File: config.mk
export PLATFORM = sky130hd
export DESIGN_NAME = adc_seq_ctrl
export DESIGN_NICKNAME = d
export VERILOG_FILES = /design/src/rtl/adc_seq_pkg.sv /design/src/rtl/adc_pin_sync.sv /design/src/rtl/adc_trig_ctrl.sv /design/src/rtl/adc_seq_fsm.sv /design/src/rtl/adc_seq_ctrl.sv
export SDC_FILE = /design/constraint.sdc
export NUM_CORES = 1
export LEC_CHECK = 0
export BUFFER_PORTS_ARGS = -buffer_cell sky130_fd_sc_hd__buf_2
export CAP_MARGIN = 15
export CORE_UTILIZATION = 40
export CTS_CLUSTER_SIZE = 10
export DETAILED_ROUTE_END_ITERATION = 16
export PLACE_DENSITY = 0.69
export SLEW_MARGIN = 20
export SYNTH_ARGS = -nofsm -noshare
export SYNTH_HDL_FRONTEND = slang
export SYNTH_SLANG_ARGS = --single-unit
File: constraint.sdc
create_clock -name clk -period 4.3 [get_ports clk]
set_clock_uncertainty 0.15 [all_clocks]
set_input_delay 0 -clock clk [delete_from_list [all_inputs] [get_ports clk]]
set_output_delay 0 -clock clk [all_outputs]
set_load 0.05 [all_outputs]
File: src/rtl/adc_seq_pkg.sv
package adc_seq_pkg;
    typedef enum logic [1:0] {
        ST_IDLE   = 2'd0,
        ST_LAUNCH = 2'd1,
        ST_WAIT   = 2'd2
    } seq_state_t;

    localparam logic [1:0] SRC_SW  = 2'b00;
    localparam logic [1:0] SRC_TMR = 2'b01;
    localparam logic [1:0] SRC_RSV = 2'b10;
    localparam logic [1:0] SRC_EXT = 2'b11;

    localparam int         TRG_W     = 8;
    localparam logic [7:0] TRG_RESET = 8'h3F;
endpackage

File: src/rtl/adc_pin_sync.sv
module adc_pin_sync #(
    parameter int   STAGES     = 2,
    parameter logic IDLE_LEVEL = 1'b1
) (
    input  logic clk,
    input  logic rst_n,
    input  logic pin_i,
    output logic fall_o
);
    // sh[0..STAGES-1] synchroniser chain, sh[STAGES] previous synced value
    logic [STAGES:0] sh;

    always_ff @(posedge clk or negedge rst_n) begin
        if (!rst_n) begin
            sh <= {(STAGES+1){IDLE_LEVEL}};
        end else begin
            sh <= {sh[STAGES-1:0], pin_i};
        end
    end

    assign fall_o = sh[STAGES] & ~sh[STAGES-1];
endmodule

File: src/rtl/adc_trig_ctrl.sv
module adc_trig_ctrl
    import adc_seq_pkg::*;
(
    input  logic             clk,
    input  logic             rst_n,
    input  logic             standby_i,
    input  logic             trg_we,
    input  logic [1:0]       src_wdata,
    input  logic             busy_i,
    input  logic             timer_trig_i,
    input  logic             ext_fall_i,
    output logic [TRG_W-1:0] trg_rdata,
    output logic             hw_start_o
);
    logic [1:0] src_q;

    always_ff @(posedge clk or negedge rst_n) begin
        if (!rst_n) begin
            src_q <= TRG_RESET[7:6];
        end else if (standby_i) begin
            src_q <= TRG_RESET[7:6];
        end else if (trg_we && !busy_i) begin
            src_q <= src_wdata;
        end
    end

    assign trg_rdata  = {src_q, TRG_RESET[5:0]};
    assign hw_start_o = !busy_i &&
                        (((src_q == SRC_TMR) && timer_trig_i) ||
                         ((src_q == SRC_EXT) && ext_fall_i));
endmodule

File: src/rtl/adc_seq_fsm.sv
module adc_seq_fsm
    import adc_seq_pkg::*;
#(
    parameter int GRP_W = 1,
    parameter int SUB_W = 2
) (
    input  logic                   clk,
    input  logic                   rst_n,
    input  logic                   start_i,
    input  logic                   stop_i,
    input  logic [GRP_W+SUB_W-1:0] cfg_chan_i,
    input  logic                   cfg_scan_i,
    input  logic                   conv_done_i,
    output logic                   busy_o,
    output logic                   conv_start_o,
    output logic [GRP_W+SUB_W-1:0] mux_sel_o,
    output logic                   sweep_end_o
);
    localparam int CH_W = GRP_W + SUB_W;

    seq_state_t       state, nxt;
    logic [CH_W-1:0]  cur;
    logic [SUB_W-1:0] last_sub;
    logic             scan_q;
    logic             at_last;

    assign at_last = (cur[SUB_W-1:0] == last_sub);

    always_comb begin
        nxt = state;
        unique case (state)
            ST_IDLE:   if (start_i) nxt = ST_LAUNCH;
            ST_LAUNCH: nxt = stop_i ? ST_IDLE : ST_WAIT;
            ST_WAIT: begin
                if (stop_i)           nxt = ST_IDLE;
                else if (conv_done_i) nxt = scan_q ? ST_LAUNCH : ST_IDLE;
            end
            default:   nxt = ST_IDLE;
        endcase
    end

    always_ff @(posedge clk or negedge rst_n) begin
        if (!rst_n) begin
            state    <= ST_IDLE;
            cur      <= '0;
            last_sub <= '0;
            scan_q   <= 1'b0;
        end else begin
            state <= nxt;
            if (state == ST_IDLE && start_i) begin
                scan_q   <= cfg_scan_i;
                last_sub <= cfg_chan_i[SUB_W-1:0];
                cur      <= cfg_scan_i ? {cfg_chan_i[CH_W-1:SUB_W], {SUB_W{1'b0}}}
                                       : cfg_chan_i;
            end else if (state == ST_WAIT && conv_done_i && !stop_i && scan_q) begin
                cur[SUB_W-1:0] <= at_last ? {SUB_W{1'b0}}
                                          : SUB_W'(cur[SUB_W-1:0] + 1'b1);
            end
        end
    end

    always_comb begin
        busy_o       = (state != ST_IDLE);
        conv_start_o = (state == ST_LAUNCH);
        mux_sel_o    = cur;
        sweep_end_o  = (state == ST_WAIT) && conv_done_i && !stop_i &&
                       (!scan_q || at_last);
    end
endmodule

File: src/rtl/adc_seq_ctrl.sv
module adc_seq_ctrl
    import adc_seq_pkg::*;
#(
    parameter int GRP_W       = 1,
    parameter int SUB_W       = 2,
    parameter int SYNC_STAGES = 2
) (
    input  logic                   clk,
    input  logic                   rst_n,
    input  logic                   standby_i,
    input  logic                   cfg_we,
    input  logic [GRP_W+SUB_W-1:0] cfg_chan_i,
    input  logic                   cfg_scan_i,
    input  logic                   trg_we,
    input  logic [7:0]             trg_wdata,
    output logic [7:0]             trg_rdata,
    input  logic                   go_we,
    input  logic                   go_wdata,
    output logic                   busy_o,
    input  logic                   flag_clr,
    output logic                   end_flag_o,
    input  logic                   timer_trig_i,
    input  logic                   ext_trig_n_i,
    output logic                   conv_start_o,
    output logic [GRP_W+SUB_W-1:0] mux_sel_o,
    input  logic                   conv_done_i
);
    localparam int CH_W = GRP_W + SUB_W;

    logic [CH_W-1:0] chan_q;
    logic            scan_q;
    logic            ext_fall, hw_start, sweep_end;
    logic            unused_rsvd;

    assign unused_rsvd = ^trg_wdata[5:0];

    always_ff @(posedge clk or negedge rst_n) begin
        if (!rst_n) begin
            chan_q     <= '0;
            scan_q     <= 1'b0;
            end_flag_o <= 1'b0;
        end else begin
            if (cfg_we) begin
                chan_q <= cfg_chan_i;
                scan_q <= cfg_scan_i;
            end
            if (sweep_end)     end_flag_o <= 1'b1;
            else if (flag_clr) end_flag_o <= 1'b0;
        end
    end

    adc_pin_sync #(.STAGES(SYNC_STAGES), .IDLE_LEVEL(1'b1)) u_sync (
        .clk    (clk),
        .rst_n  (rst_n),
        .pin_i  (ext_trig_n_i),
        .fall_o (ext_fall)
    );

    adc_trig_ctrl u_trig (
        .clk          (clk),
        .rst_n        (rst_n),
        .standby_i    (standby_i),
        .trg_we       (trg_we),
        .src_wdata    (trg_wdata[7:6]),
        .busy_i       (busy_o),
        .timer_trig_i (timer_trig_i),
        .ext_fall_i   (ext_fall),
        .trg_rdata    (trg_rdata),
        .hw_start_o   (hw_start)
    );

    adc_seq_fsm #(.GRP_W(GRP_W), .SUB_W(SUB_W)) u_fsm (
        .clk          (clk),
        .rst_n        (rst_n),
        .start_i      ((go_we && go_wdata) || hw_start),
        .stop_i       (go_we && !go_wdata),
        .cfg_chan_i   (chan_q),
        .cfg_scan_i   (scan_q),
        .conv_done_i  (conv_done_i),
        .busy_o       (busy_o),
        .conv_start_o (conv_start_o),
        .mux_sel_o    (mux_sel_o),
        .sweep_end_o  (sweep_end)
    );
endmodule

Word-level counts from Yosys, hierarchy flattened --
Cells that the tools add are included.
Storage, ports and cells: word-level logic and storage cells 58, input bits 23, register bits after elaboration 18, output and inout bits 14
Cells by class: equal/unequal tests 7, bitwise gates (word level) 2, mux-type cells 14, $add $sub $neg 1, reduce and logical (&&, ||, !) cells 24
Operators by type and width (count):
- two-way mux 2 bit | 10
- logical AND 1 bit | 11
- nonzero test 2 bit | 4
- case mux 2 bit (3 select lines) | 1
- == test 2 x 1 -> 1 bit (second input constant) | 2
- == test 2 bit (second input constant) | 2
- logical NOT 1 bit | 4
- logical OR 1 bit | 3
- two-way mux 1 bit | 3
- inequality test 3 x 2 -> 1 bit (second input constant) | 1
- adder 2 x 1 -> 2 bit (second input constant) | 1
- == test 2 bit | 1
- logical NOT 2 bit | 1
- inequality test 2 x 1 -> 1 bit (second input constant) | 1
- AND reduction 2 bit | 1
- AND 1 bit | 1
- inverter 1 bit | 1

Longest topological paths before layout --
depth in word-level cells 8, gate-level depth with buffers 5, depth with buffers taken out 5

Hierarchy --
Synthesis repeated with hierarchy kept, for this count alone.
Second synthesis, totals: cell total of the unflattened synthesis 70, area total of the unflattened synthesis 872.1 µm²
Modules (own cells, without submodules):
- adc_seq_fsm | cells an instance 35, area an instance 411.6 µm², seq. area each 200.2 µm², instances 1
- adc_seq_ctrl | cells an instance 13, area an instance 195.2 µm², seq. area each 125.1 µm², instances 1
- adc_trig_ctrl | cells an instance 18, area an instance 172.7 µm², seq. area each 50.0 µm², instances 1
- adc_pin_sync | cells an instance 4, area an instance 92.6 µm², seq. area each 78.8 µm², instances 1

Worst setup path after synthesis --
Ideal clock, no wire load.
path type reg-to-reg, start point register u_trig.src_q[1], end point register u_fsm.last_sub[1], path buffers 0, cell stages (with the launch flop) 4, library setup time 0.125 ns, setup slack 2.391 ns, clock period less this slack 1.909 ns, data arrival time 1.634 ns, data required time 4.025 ns, path through dfrtp_1 > nand2b_1 > a311oi_4 > mux2_4
Between the ends: cells in the longest elaborated chain, start to end 6, elaborated cells on any way between the ends 8, classes of those cells eq/ne: 2; reduce/logical: 6
RTL lines:
- start: declaration | line adc_trig_ctrl.sv:15 | logic [1:0] src_q;
- start signal: assignment | line adc_trig_ctrl.sv:19 | src_q <= TRG_RESET[7:6];
- start signal: assignment | line adc_trig_ctrl.sv:21 | src_q <= TRG_RESET[7:6];
- start signal: assignment | line adc_trig_ctrl.sv:23 | src_q <= src_wdata;
- == test 2 x 1 -> 1 bit / == test 2 bit (equally long branches) | line adc_trig_ctrl.sv:29, adc_trig_ctrl.sv:30
- logical AND 1 bit, on equally long branches | line adc_trig_ctrl.sv:29, adc_trig_ctrl.sv:30
- logical OR 1 bit * | line adc_trig_ctrl.sv:29 | (((src_q == SRC_TMR) && timer_trig_i) ||
- logical AND 1 bit * | line adc_trig_ctrl.sv:28 | assign hw_start_o = !busy_i &&
- logical OR 1 bit * | line adc_seq_ctrl.sv:75 | .start_i ((go_we && go_wdata) || hw_start),
- logical AND 1 bit * | line adc_seq_fsm.sv:50 | if (state == ST_IDLE && start_i) begin
- end signal: assignment | line adc_seq_fsm.sv:52 | last_sub <= cfg_chan_i[SUB_W-1:0];
- end: declaration | line adc_seq_fsm.sv:23 | logic [SUB_W-1:0] last_sub;
Mark *: on every way between the ends. The rest lies on a longest branch, timed or not. A chain may end at the register's enable or synchronous reset.

Worst setup path after layout --
start point register u_fsm.state[1], end point register u_trig.src_q[0]
Between the ends: cells in the longest elaborated chain, start to end 4
RTL lines:
- start: declaration | line adc_seq_fsm.sv:21 | seq_state_t state, nxt;
- start signal: assignment | line adc_seq_fsm.sv:49 | state <= nxt;
- nonzero test 2 bit | line adc_seq_fsm.sv:63 | busy_o = (state != ST_IDLE);
- logical NOT 1 bit | line adc_trig_ctrl.sv:22 | end else if (trg_we && !busy_i) begin
- logical AND 1 bit | line adc_trig_ctrl.sv:22
- nonzero test 2 bit (no source line)
Every way passes these cells.

==> out/qor.txt <==
Top Ports: 37
Number of detailed-route iterations in the first pass: 3
Clock Pin Slew Worst Setup and Hold Paths: 0.10 ns
Sequential power share: 40.2%
Max cap viols: 0
Grt total ovfl: 0
Core Area: 2000 µm²
WP data required: 4.37 ns
Setup CP Type: reg2reg
Antenna violations before repair: 0
Psw: 0.248 mW
CTS root buf: clkbuf_4
Vias in the first global route: 727
Cell row count: 16
Post-Syn Area per Cell: 11.5 µm²
Share of layout cells above drive strength 1: 34.4%
Die width: 48.5 µm
Launch point of the worst reg-to-reg path: u_fsm.state[1]$_DFFE_PN0P_
Post-synth top flop: dfrtp_1
Sw frac: 41.0%
Antenna diodes: 0
Post-cts sizing count: 0
Vias per cell: 4.63
Maximum vdd drop: 0.268 mV
PD cells: 497 nW/µm²
Layout overhead on the synthesized area: 41.0%
DRC: 0
Fin crit period: 2.20 ns
Die Area: 2350 µm²
CP Capture Type: flop
Critical path origin: u_fsm.state[1]$_DFFE_PN0P_
Maximum clock path buffer count: 2
Most common cell in the netlist: dfrtp_1
DP HPWL: 1070 µm
Hold_ws: 0.0417 ns
Critical-path maximum fanout: 4
H-tree levels: 1
Ys async rst share: 100%
Sinks on Clock Net: 18
Number of CTS-inserted buffers: 3
CTS tree: yes
Max-slew violations: 0
Clock network fraction of total power: 14.0%
Drt wl/cell: 10.6 µm
RSZ-0062 raised after global routing: no
Cell Area, Synth: 863 µm²
Ys Warns: 0
Number of synthesized flops with an enable pin: 0
Routed vias: 690
Yosys cell types: 28
Main area contributors after synthesis: dfrtp_1 (43%), dfstp_2 (9.1%), buf_4 (5.2%)
NumNets Final: 146
FMAX: 455 MHz
#FFs+latches synth: 18
I/O Buffers: 24
Gr usage total: 16.0%
Status: finished clean
RD Place Congestion: 0.682
Least-Margin Pin Slew: 0.525 ns
WP data arrival: 2.27 ns
Dpl cells: 125
First-pass GRT wire length: 2900 µm
Fill count: 172
Die Y: 48.5 µm
Commonest cells in the netlist: dfrtp_1 (15), nand2_1 (9), buf_4 (6)
Initial Utilization: 43.1%
Fin. Hold Viols: 0
Sequential area share after synthesis: 52.6%
Clk Latency, worst-skew pair: 0.29 ns
Pint: 0.357 mW
Logic pwr share: 45.8%
Synth top area share: 43.5%
Largest net degree at the start of global routing: 19
ANT nets after route: 0
Post-Syn Instances: 75
CTS Hold Buffers Added: 20
Lkg Pwr: 0.594 nW
Setup TNS: 0 ns
Setup Fix Bufs, Post-CTS: 0
Area leader, netlist: dfrtp_1
Non-Filler Instances: 149
Finish-stage setup viols: 0
Fin crit share: 51.1%
Drt total wl: 1570 µm
Final Power: 0.606 mW
Slew headroom: 65.0%
CP startpoint kind: flop
Worst hold path class: in2async
Initial DRC Count: 7
-- placed cells by master (no fill, tap or decap), types with 2 or more instances in the layout --
| cell type | n |
|---|---|
| buf_2 | 24 |
| dlygate4sd3_1 | 20 |
| dfrtp_1 | 15 |
| nand2_1 | 9 |
| conb_1 | 6 |
| a21oi_1 | 4 |
| o21ai_0 | 4 |
| nor2_1 | 4 |
| mux2_4 | 3 |
| inv_1 | 3 |
| mux2_2 | 3 |
| clkbuf_4 | 3 |
| dfstp_2 | 3 |
| nand3b_1 | 2 |
| xnor2_1 | 2 |
| nand3_1 | 2 |
-- cell type report --
cell class	instances	area, µm²	share of cell area, %
Tap cell	27	33.8	2.77
Timing Repair Buffer	44	320	26.3
Sequential cell	18	454	37.3
Inverter	4	15.0	1.23
Clock buffer	4	26.3	2.16
Multi-Input combinational cell	52	368	30.2
-- flip-flops by register name, indices dropped and copies added (netlist names) --
name / count
chan_q: 3
end_flag_o: 1
scan_q: 1
u_fsm.last_sub: 2
u_fsm.mux_sel_o: 3
u_fsm.scan_q: 1
u_fsm.state: 2
u_sync.sh: 3
u_trig.src_q: 2
-- power by group through the flow --
stage | clock, mW | combinational [mW] | sequential, mW
global placement | 0 | 0.252 | 0.246
CTS | 0.0879 | 0.278 | 0.244
global route | 0.0955 | 0.301 | 0.251
floorplan | 0 | 0.150 | 0.302
detailed placement | 0 | 0.256 | 0.248
finish | 0.0847 | 0.277 | 0.244
-- cell families (layout without fill, tap and decap cells) --
group / after synthesis / after routing / synth area share, %
and+or+nand+nor: 25 / 25 / 17.0
DFF: 18 / 18 / 52.6
AOI/OAI and AO/OA: 12 / 12 / 10.7
buffers and inverters: 10 / 52 / 6.96
muxes: 7 / 7 / 10.3
xor gates and xnor gates: 2 / 2 / 2.03
other: 1 / 6 / 0.434
-- through the flow --
step | cell area [µm²] | setup WS (ns) | utilization, %
after global placement | 991 | 2.55 | 49.5
after floorplan | 882 | 2.39 | -
after CTS | 1220 | 2.11 | 60.8
final | 1220 | 2.10 | 60.8
after detailed placement | 991 | 2.53 | 49.5
after global routing | 1220 | 1.98 | 60.8
-- worst paths after layout --
kind	end	slack [ns]	cells past startpoint
worst min-delay path	chan_q[0]$_DFFE_PN0P_	0.04	2
worst max register to register	u_trig.src_q[0]$_DFFE_PN0P_	2.10	5
max in group asynchronous	u_sync.sh[1]$_DFF_PN1_	3.63	2
worst min register to register	u_sync.sh[1]$_DFF_PN1_	0.21	0
worst max-delay path	u_trig.src_q[0]$_DFFE_PN0P_	2.10	5
min in group clk	u_fsm.last_sub[0]$_DFFE_PN0P_	0.10	5
-- metal layers --
layer / vias up / global-route usage [%] / share of wire (%)
li1: 335 / - / -
met1: 333 / 18.5 / 43
met2: 20 / 28.4 / 52
met3: 2 / 3.14 / 4.3
met4: 0 / 7.84 / 0.89
met5: - / 0 / 0
-- worst max-delay path, cell delays in order (launching register included) --
cell,delay [ns]
dfrtp_1,0.43
nor2_2,0.20
nand3_1,0.10
dlygate4sd3_1,0.57
a21oi_1,0.13
dlygate4sd3_1,0.56
No activity file was read; power rests on OpenSTA's default activity.
